<file path="src/rtl/irq_chain_pkg.sv">
package irq_chain_pkg;

   localparam int NUM_LINES = 4;

   typedef enum logic [1:0] {
      ACK_IDLE  = 2'd0,
      ACK_CLAIM = 2'd1,
      ACK_PASS  = 2'd2
   } ack_state_t;

   // cumulative line pattern for a level (index 0 = level 4)
   function automatic logic [NUM_LINES-1:0] lines_for_level(input logic [1:0] lvl);
      logic [NUM_LINES-1:0] r;
      case (lvl)
         2'd0:    r = 4'b0001;
         2'd1:    r = 4'b0011;
         2'd2:    r = 4'b0101;
         default: r = 4'b1101;
      endcase
      return r;
   endfunction

   // higher-priority lines that force the acknowledge downstream
   function automatic logic [NUM_LINES-1:0] yield_mask(input logic [1:0] lvl);
      logic [NUM_LINES-1:0] r;
      case (lvl)
         2'd0:    r = 4'b0110;
         2'd1:    r = 4'b0100;
         2'd2:    r = 4'b1000;
         default: r = 4'b0000;
      endcase
      return r;
   endfunction

endpackage

</file>
<file path="src/rtl/irq_lvl_encoder.sv">
module irq_lvl_encoder
   import irq_chain_pkg::*;
#(
   parameter int LINES = NUM_LINES
) (
   input  logic [1:0]       lvl,
   input  logic             active,
   output logic [LINES-1:0] lines_out,
   output logic [LINES-1:0] check_mask
);

   localparam logic [LINES-1:0] ZERO = '0;

   if (LINES != NUM_LINES) begin : g_bad_lines
      $error("irq_lvl_encoder: LINES must equal NUM_LINES");
   end

   logic [LINES-1:0] pattern;

   always_comb begin
      pattern    = lines_for_level(lvl);
      check_mask = yield_mask(lvl);
   end

   for (genvar i = 0; i < LINES; i++) begin : g_line
      assign lines_out[i] = active & pattern[i];
   end

   // every active pattern includes the lowest line
   always_comb begin
      if (lines_out != ZERO) begin
         a_low_line_r1: assert (lines_out[0]) else $error("R1 pattern lacks lowest line");
      end
   end

endmodule

</file>
<file path="src/rtl/irq_vec_src.sv">
module irq_vec_src #(
   parameter int               DAL_W       = 16,
   parameter bit               HAS_VEC_REG = 1'b1,
   parameter logic [DAL_W-1:0] VEC_RST     = '0
) (
   input  logic             clk,
   input  logic             rst_n,
   input  logic             wr_en,
   input  logic [DAL_W-1:0] wr_data,
   input  logic             sel,
   input  logic [DAL_W-1:0] sw,
   output logic [DAL_W-1:0] vec
);

   if (HAS_VEC_REG) begin : g_reg
      logic [DAL_W-1:0] vec_q;

      always_ff @(posedge clk or negedge rst_n) begin
         if (!rst_n)     vec_q <= VEC_RST;
         else if (wr_en) vec_q <= wr_data;
      end

      assign vec = sel ? vec_q : sw;

      p_wr_load_r9: assert property (@(posedge clk) disable iff (!rst_n)
         wr_en |=> vec_q == $past(wr_data))
         else $error("R9 vector register did not load");
   end else begin : g_sw_only
      assign vec = sw;
   end

endmodule

</file>
<file path="src/rtl/irq_ack_fsm.sv">
module irq_ack_fsm
   import irq_chain_pkg::*;
#(
   parameter int DAL_W = 16
) (
   input  logic             clk,
   input  logic             rst_n,
   input  logic             din,
   input  logic             iak_in,
   input  logic             want_claim,
   input  logic [DAL_W-1:0] vec,
   output logic             rply,
   output logic             iak_out,
   output logic [DAL_W-1:0] dal_out,
   output logic             dal_oe,
   output logic             claim_done
);

   ack_state_t       state_q;
   logic             din_q;
   logic             dec_valid_q;
   logic             dec_claim_q;
   logic [DAL_W-1:0] vec_hold_q;
   logic             din_lead;

   assign din_lead = din & ~din_q;

   // decision frozen at the strobe's leading edge
   always_ff @(posedge clk or negedge rst_n) begin
      if (!rst_n) begin
         din_q       <= 1'b0;
         dec_valid_q <= 1'b0;
         dec_claim_q <= 1'b0;
      end else begin
         din_q <= din;
         if (din_lead) begin
            dec_valid_q <= 1'b1;
            dec_claim_q <= want_claim;
         end else if (!din) begin
            dec_valid_q <= 1'b0;
            dec_claim_q <= 1'b0;
         end
      end
   end

   always_ff @(posedge clk or negedge rst_n) begin
      if (!rst_n) begin
         state_q    <= ACK_IDLE;
         vec_hold_q <= '0;
      end else begin
         case (state_q)
            ACK_IDLE: begin
               if (dec_valid_q && din && iak_in) begin
                  if (dec_claim_q) begin
                     state_q    <= ACK_CLAIM;
                     vec_hold_q <= vec;
                  end else begin
                     state_q <= ACK_PASS;
                  end
               end
            end
            ACK_CLAIM: if (!din)    state_q <= ACK_IDLE;
            ACK_PASS:  if (!iak_in) state_q <= ACK_IDLE;
            default:   state_q <= ACK_IDLE;
         endcase
      end
   end

   assign rply       = (state_q == ACK_CLAIM);
   assign dal_oe     = rply;
   assign dal_out    = rply ? vec_hold_q : '0;
   assign iak_out    = (state_q == ACK_PASS);
   assign claim_done = rply & ~din;

   p_pass_hold_r6: assert property (@(posedge clk) disable iff (!rst_n)
      iak_out && iak_in |=> iak_out)
      else $error("R6 acknowledge-out dropped while acknowledge-in held");

   p_pass_needs_iak_r6: assert property (@(posedge clk) disable iff (!rst_n)
      $rose(iak_out) |-> $past(iak_in))
      else $error("R6 acknowledge-out without acknowledge-in");

   p_claim_needs_iak_r7: assert property (@(posedge clk) disable iff (!rst_n)
      $rose(rply) |-> $past(iak_in) && $past(din))
      else $error("R7 reply without acknowledge");

   p_release_r8: assert property (@(posedge clk) disable iff (!rst_n)
      rply && !din |=> !rply && !dal_oe)
      else $error("R8 reply held after strobe fell");

   p_vec_stable_r9: assert property (@(posedge clk) disable iff (!rst_n)
      rply && $past(rply) |-> $stable(dal_out))
      else $error("R9 vector moved during claim");

endmodule

</file>
<file path="src/rtl/irq_chain_slave.sv">
module irq_chain_slave
   import irq_chain_pkg::*;
#(
   parameter int               DAL_W       = 16,
   parameter bit               HAS_VEC_REG = 1'b1,
   parameter logic [DAL_W-1:0] VEC_RST     = 16'h00C0
) (
   input  logic             clk,
   input  logic             rst_n,
   input  logic [1:0]       cfg_level,
   input  logic             irq_post,
   input  logic             vec_sel,
   input  logic [DAL_W-1:0] vec_sw,
   input  logic             vec_wr_en,
   input  logic [DAL_W-1:0] vec_wr_data,
   input  logic [3:0]       irq_in,
   output logic [3:0]       irq_out,
   input  logic             din,
   input  logic             iak_in,
   output logic             iak_out,
   output logic             rply,
   output logic [DAL_W-1:0] dal_out,
   output logic             dal_oe,
   input  logic             dmg_in,
   output logic             dmg_out
);

   if (DAL_W < 8) begin : g_bad_width
      $error("irq_chain_slave: DAL_W must be at least 8");
   end

   logic             pend_q;
   logic             claim_done;
   logic             want_claim;
   logic [3:0]       check_mask;
   logic [DAL_W-1:0] vec;

   always_ff @(posedge clk or negedge rst_n) begin
      if (!rst_n)          pend_q <= 1'b0;
      else if (irq_post)   pend_q <= 1'b1;
      else if (claim_done) pend_q <= 1'b0;
   end

   irq_lvl_encoder #(.LINES(NUM_LINES)) u_enc (
      .lvl        (cfg_level),
      .active     (pend_q),
      .lines_out  (irq_out),
      .check_mask (check_mask)
   );

   assign want_claim = pend_q & ~(|(irq_in & check_mask));

   irq_vec_src #(
      .DAL_W       (DAL_W),
      .HAS_VEC_REG (HAS_VEC_REG),
      .VEC_RST     (VEC_RST)
   ) u_vec (
      .clk     (clk),
      .rst_n   (rst_n),
      .wr_en   (vec_wr_en),
      .wr_data (vec_wr_data),
      .sel     (vec_sel),
      .sw      (vec_sw),
      .vec     (vec)
   );

   irq_ack_fsm #(.DAL_W(DAL_W)) u_fsm (
      .clk        (clk),
      .rst_n      (rst_n),
      .din        (din),
      .iak_in     (iak_in),
      .want_claim (want_claim),
      .vec        (vec),
      .rply       (rply),
      .iak_out    (iak_out),
      .dal_out    (dal_out),
      .dal_oe     (dal_oe),
      .claim_done (claim_done)
   );

   assign dmg_out = dmg_in;

   p_post_sets_r2: assert property (@(posedge clk) disable iff (!rst_n)
      irq_post |=> irq_out != 4'b0000)
      else $error("R2 post did not raise request");

   p_clear_on_done_r8: assert property (@(posedge clk) disable iff (!rst_n)
      rply && !din && !irq_post |=> irq_out == 4'b0000)
      else $error("R8 request not withdrawn after claim");

   p_claim_needs_pend_r5: assert property (@(posedge clk) disable iff (!rst_n)
      $rose(rply) |-> $past(pend_q))
      else $error("R5 claim without pending request");

   p_post_wins_r12: assert property (@(posedge clk) disable iff (!rst_n)
      irq_post && rply && !din |=> pend_q)
      else $error("R12 coincident post lost");

endmodule

</file>
<file path="config.mk">
export PLATFORM = sky130hd
export DESIGN_NAME = irq_chain_slave
export DESIGN_NICKNAME = d
export VERILOG_FILES = /design/src/rtl/irq_chain_pkg.sv /design/src/rtl/irq_lvl_encoder.sv /design/src/rtl/irq_vec_src.sv /design/src/rtl/irq_ack_fsm.sv /design/src/rtl/irq_chain_slave.sv
export SDC_FILE = /design/constraint.sdc
export NUM_CORES = 1
export LEC_CHECK = 0
export ABC_CLOCK_PERIOD_IN_PS = 2740
export BUFFER_PORTS_ARGS = -buffer_cell sky130_fd_sc_hd__buf_2
export CAP_MARGIN = 30
export CORE_ASPECT_RATIO = 1.4
export CORE_MARGIN = 1.5
export CORE_UTILIZATION = 55
export CTS_BUF_LIST = sky130_fd_sc_hd__clkbuf_8
export DETAILED_ROUTE_END_ITERATION = 8
export PLACE_DENSITY_LB_ADDON = 0.15
export RECOVER_POWER = 25
export SYNTH_ARGS = -nofsm -noshare
export SYNTH_HDL_FRONTEND = slang
export SYNTH_SLANG_ARGS = --single-unit
</file>
<file path="constraint.sdc">
create_clock -name clk -period 2.74 [get_ports clk]
set_input_delay 0 -clock clk [delete_from_list [all_inputs] [get_ports clk]]
set_output_delay 0 -clock clk [all_outputs]
set_load 0.01 [all_outputs]
</file>
# Word-level counts from Yosys, hierarchy flattened
# Cells that the tools add are included.
[classes] n_eq_ne=8 mux=14 bitwise=11 n_reduce_logical=8
[op_table] op="16-bit 2-to-1 mux" n=2
[op_table] op="4-bit case mux with 3 select lines" n=2
[op_table] op="2-bit 2-to-1 mux" n=4
[op_table] op="1-bit bitwise AND" n=7
[op_table] op="2-bit case mux with 3 select lines" n=1
[op_table] op="3-bit AND reduction" n=2
[op_table] op="1-bit 2-to-1 mux" n=5
[op_table] op="4-bit bitwise AND" n=1
[op_table] op="2-bit by 1-bit == test with 1-bit output (second input constant)" n=2
[op_table] op="2-bit == test (second input constant)" n=2
[op_table] op="2-bit logical NOT" n=2
[op_table] op="2-bit by 1-bit inequality test with 1-bit output (second input constant)" n=2
[op_table] op="2-bit inequality test (second input constant)" n=2
[op_table] op="4-bit OR reduction" n=1
[op_table] op="1-bit NOT" n=3
[op_table] op="1-bit logical AND" n=2
[op_table] op="2-bit nonzero test" n=1
[totals] regBits=38 inputBits=46 out_inout_bits=24 word_cells=48

# Depth between registers and ports, before layout
[logic_depth] word_depth=7 depth_mapped=4 mapped_depth_nobuf=3

# Modules after synthesis
# A second synthesis with hierarchy kept.
[hier_totals] hier_cells=138 hier_area_um2=2016.9
[modules_own_cells] mod="irq_ack_fsm" n_inst=1 cells_per_inst=70 area_per_inst_um2=997.2 seq_area_each_um2=525.5
[modules_own_cells] mod="irq_vec_src" n_inst=1 cells_per_inst=52 area_per_inst_um2=900.9 seq_area_each_um2=402.9
[modules_own_cells] mod="irq_chain_slave" n_inst=1 cells_per_inst=7 area_per_inst_um2=63.8 seq_area_each_um2=25.0
[modules_own_cells] mod="irq_lvl_encoder" n_inst=1 cells_per_inst=9 area_per_inst_um2=55.1 seq_area_each_um2=0.0

# Worst setup path after synthesis
# Ideal clock, no wire load.
[synth_path] path_kind="register to register" startpoint="register u_fsm.state_q[1]" endpoint="register u_fsm.vec_hold_q[10]" setup_time_ps=125 t_arrival_ps=1242 required_time_ps=2615 path_slack_ps=1372 path_stages_with_launch=5 n_path_buf=1 synth_period_minus_slack_ps=1368 cell_sequence="dfrtp_1 -> nand4bb_4 -> nor2_8 -> buf_12 -> mux2_4"
[synth_via] elab_chain_cells=2
[synth_rtl] item="start, declared" line="irq_ack_fsm.sv:19" source="ack_state_t state_q;"
[synth_rtl] item="start signal, assigned" line="irq_ack_fsm.sv:48" source="state_q <= ACK_IDLE;"
[synth_rtl] item="start signal, assigned" line="irq_ack_fsm.sv:55" source="state_q <= ACK_CLAIM;"
[synth_rtl] item="start signal, assigned" line="irq_ack_fsm.sv:58" source="state_q <= ACK_PASS;"
[synth_rtl] item="2-bit logical NOT" line="irq_ack_fsm.sv:51" source="case (state_q)"
[synth_rtl] item="3-bit AND reduction (no source line)"
[synth_rtl] item="end signal, assigned" line="irq_ack_fsm.sv:56" source="vec_hold_q <= vec;"
[synth_rtl] item="end, declared" line="irq_ack_fsm.sv:23" source="logic [DAL_W-1:0] vec_hold_q;"
# No other way between the ends.
# A chain may end at the register's enable or synchronous reset.

# Worst setup path in the final report
[layout_path] startpoint="input port din" endpoint="register u_fsm.vec_hold_q[3]"
[layout_via] elab_chain_cells=3
[layout_rtl] item="start, declared" line="irq_chain_slave.sv:18" source="input logic din,"
[layout_rtl] item="1-bit logical AND (2 in series)" line="irq_ack_fsm.sv:53" source="if (dec_valid_q && din && iak_in) begin"
[layout_rtl] item="3-bit AND reduction (no source line)"
# No other way between the ends.

==> flow_results.org <==
** Outcome
- Run status :: complete, no violations

** Placed design
- DPL Wire Length :: roughly 2600 um
- Routability-driven placement finished with a final weighted congestion of between 0.7 and 0.8.
- During placement, the flow inserted port buffers numbering 66.
- At the placement stage, the worst setup path has a slack of ~1200 ps.

** Synth
- The cell area that synthesis handed to floorplanning was around 1900 um^2.
- For this run, the number of Yosys warnings is 0.
- The synthesized netlist devotes 0% of its cell area to adder and majority cells.
- Post-synthesis share of cell area spent on xor and xnor gates :: 0%
- Number of distinct standard cells referenced by the synthesized netlist :: 27
- Mean instance size in the synthesized netlist :: 14.21 um^2
- Portion of netlist area occupied by mux cells :: 31.84%
- Number of register bits inferred by synthesis :: 38
- The synthesized netlist devotes 11.72% of its cell area to simple gates.
- Leading post-synthesis cells by cell area :: dfrtp_1 (47%), mux2_2 (16%), mux2_4 (16%)
- For this run, the register share of the synthesized area comes to 49.32%.
- Gate count after technology mapping :: around 140
- Synth Net Count :: 182
- Share of the synthesized area in the top cell type :: between 40% and 50%
- The largest total area in the synthesized netlist belongs to dfrtp_1.
- By area, the combinational part of the netlist is dominated by multiplexers.
- Area fraction in compound gates after synthesis :: 1.942%

** Setup path
- Peak fanout along the critical path :: 17
- Element type at the critical path end :: flip-flop
- The critical path is of the input pin to flip-flop type.
- Arrival time of data at the critical path endpoint :: approximately 1700 ps
- Required time worst endpoint :: 2910 ps
- Type of origin of the critical path :: input pin

** Power
- Part of the total power dissipated in combinational logic :: roughly 18%
- For this design the static power due to leakage is 1.296 nW.
- Sw frac :: around 22%
- For this design the ratio of total power to cell area is 546.0 nW/um^2.
- The internal power of the cells totals 1.073 mW.
- After layout, the design draws a total of roughly 1.4 mW.
- Clock network power share :: a little under a third
- Switching power total :: roughly 310 uW
- Sequential cell fraction of total power :: 50.5%
- Worst supply voltage drop on vdd :: about 0.00038 V

** GRT
- The initial antenna violation count was 0.
- The first global-routing pass estimated 5996 um of wire.
- Entering global routing, the biggest net connects 39 pins.
- For this run, the total global-route usage over all layers was measured as 21.39%.
- Vias in the first global route :: 1375
- Overall overflow remaining after global route :: 0

** STA
- The number of max-slew violations in the final report came to 0.
- After layout, the worst setup slack is 1224 ps.
- Min cycle time layout :: 1516 ps
- Based on the critical path, the design can be clocked at up to approximately 660 MHz.
- Setup violations remaining at the end of the flow were counted as 0.
- The worst path uses between 50% and 60% of the clock period.
- The tightest hold path in the finished design has a slack of about 0.086 ps.
- The clock arrives with approximately 5.4 ps of skew.
- Final Hold Vio Count :: 0
- Adding up every negative setup slack in the final design gives 0 ps.
- Slew at the pin with the worst max-slew slack :: 819.6 ps
- Setup repair after global routing left no endpoint under its margin.
- Relative slew slack :: 45.36%

** Hold path
- Hold/Removal Path Class :: input pin to output pin

** Floorplan
- FP Rows :: 25
- Floorplan die area :: 3884 um^2
- Count of boundary I/O pins :: 70
- Once the floorplan was initialized, standard cells occupied 57.22% of the core.
- The core region is about 3400 um^2.
- In this run the vertical extent of the chip is ~73 um.
- Horizontal die dimension :: roughly 53 um

** Clock tree
- After clock tree synthesis, the setup repair step added 0 buffers.
- The clock passes through at most 2 buffers.
- TritonCTS built the clock tree.
- The later pin in the worst-skew pair is clocked with a latency of 290 ps.
- In this run, CTS created clock tree buffers numbering 5.
- CTS clk-pin slew, worst paths :: around 70 ps
- Number of sinks driven by the clock tree :: 38
- The clock tree synthesis step divided the H-tree into 2 levels.
- CTS placed an instance of clkbuf_8 at the clock tree root.

** Route
- The first detailed-routing pass ran for 4 iterations.
- Post-Route WL :: ~3600 um
- Via count of the routed design :: between 1000 and 1500
- Dividing the detail-routed via count by the number of cells gives between 5 and 6.
- For this run, design rule violations remaining after detail routing come to 0.
- In this run, the number of DRC markers left after iteration 0 of detailed routing was 16.
- After detailed routing, the average wire length per cell comes to 13.92 um.
- The detail route stage leaves a number of antenna-violating nets equal to 0.

** Final layout
- The post-route netlist has ~56% of its cells at a drive strength greater than 1.
- For this run, the share of the core covered by cells in the final layout is 74.78%.
- Syn-to-layout area delta :: 30.68%
- 0 antenna diodes ended up in the layout.
- Net count of the finished layout :: about 270

** Run
- Across the run, the number of max-cap violations was 0.
==> routing by layer <==
layer / part of all wire (%) / global-route usage [%]
met3: 5.1 / 4.713
met4: 1.8 / 8.547
met1: 39 / 23.67
met2: 54 / 38.61
met5: 0 / 0
==> registers in the layout, summed over array words and instances (netlist names) <==
name / count
u_fsm.din_q: 1
pend_q: 1
u_fsm.dec_claim_q: 1
u_vec.g_reg.vec_q: 16
u_fsm.vec_hold_q: 16
u_fsm.dec_valid_q: 1
u_fsm.state_q: 2
==> critical path: stages <==
cell and delay, ps:
dlygate4sd3_1 520, clkbuf_1 210, nand2_1 210, nor2_8 380, mux2_2 380
==> logic make-up after synthesis <==
group / after synthesis
AOI/OAI and AO/OA: 6
buffers and inverters: 13
DFF: 38
muxes: 48
and+or+nand+nor: 31
==> path summary, 6_finish.rpt <==
kind	start	endpoint	slack (ps)	cells past startpoint
min	dmg_in	dmg_out	0.09	0
max	din	u_fsm.vec_hold_q[3]	1220	5
min reg2reg	u_fsm.din_q	u_fsm.dec_valid_q	470	1
max in group asynchronous	rst_n	u_vec.g_reg.vec_q[9]	1880	2
min in group asynchronous	rst_n	u_fsm.state_q[1]	350	2
max reg2reg	u_fsm.state_q[1]	u_fsm.vec_hold_q[3]	1240	3
==> power groups by stage <==
stage | Clock, mW | Sequential (mW) | Combinational [mW]
finish | 0.439 | 0.697 | 0.243
floorplan | 0 | 0.690 | 0.170
detailed placement | 0 | 0.707 | 0.228
global route | 0.470 | 0.710 | 0.267
global placement | 0 | 0.701 | 0.217
CTS | 0.455 | 0.698 | 0.249
==> cell usage in the layout, fill, tap and decap left out, drive strengths merged <==
cell and n:
inv 3, a21o 2, nand2b 1, o21bai 1, nand2 3, nand4b 1
nor2b 2, a21oi 2, o21ai 1, clkbuf 11, nand4bb 1, and3 1
and2 17, mux2 48, nor2 2, buf 64, dlygate4sd3 19, nand3 1
dfrtp 36, nand3b 1, and3b 1, dfstp 2
==> timing repair <==
item / 4_1_cts / 5_1_grt
hold endpoints to repair: 54 / 0
resized for setup: 0 / 0
hold buffers: 19 / 0
==> synthesized netlist by cell type <==
master and n:
and2_1 17, and3_1 1, buf_2 4, nor2_1 1, nand4b_1 1, buf_4 3, a21oi_1 2, o21bai_1 1
nor2_8 1, nor2b_1 2, nand2_1 2, buf_8 1, nand2_2 1, inv_1 3, buf_12 1, buf_6 1
mux2_4 20, a21o_1 2, nand2b_1 1, nand4bb_4 1, mux2_2 28, nand3_1 1, o21ai_0 1, and3b_1 1
nand3b_1 1, dfrtp_1 36, dfstp_2 2
==> metrics by stage <==
stage,area (um^2),std cells
after floorplan,1933,136
after global placement,2232,233
after CTS,2532,260
after global routing,2526,260
after detailed placement,2232,233
final,2526,260
==> cell type report <==
class                   count  area, um^2
repair buffers             86       524.3
clock buffers               8       110.1
inverters                   3       11.26
multi-input cells          85       877.1
flip-flops and latches     38       953.4
fillers                   263       852.1
well taps                  40       50.05
(Power assumes the default switching activity.)
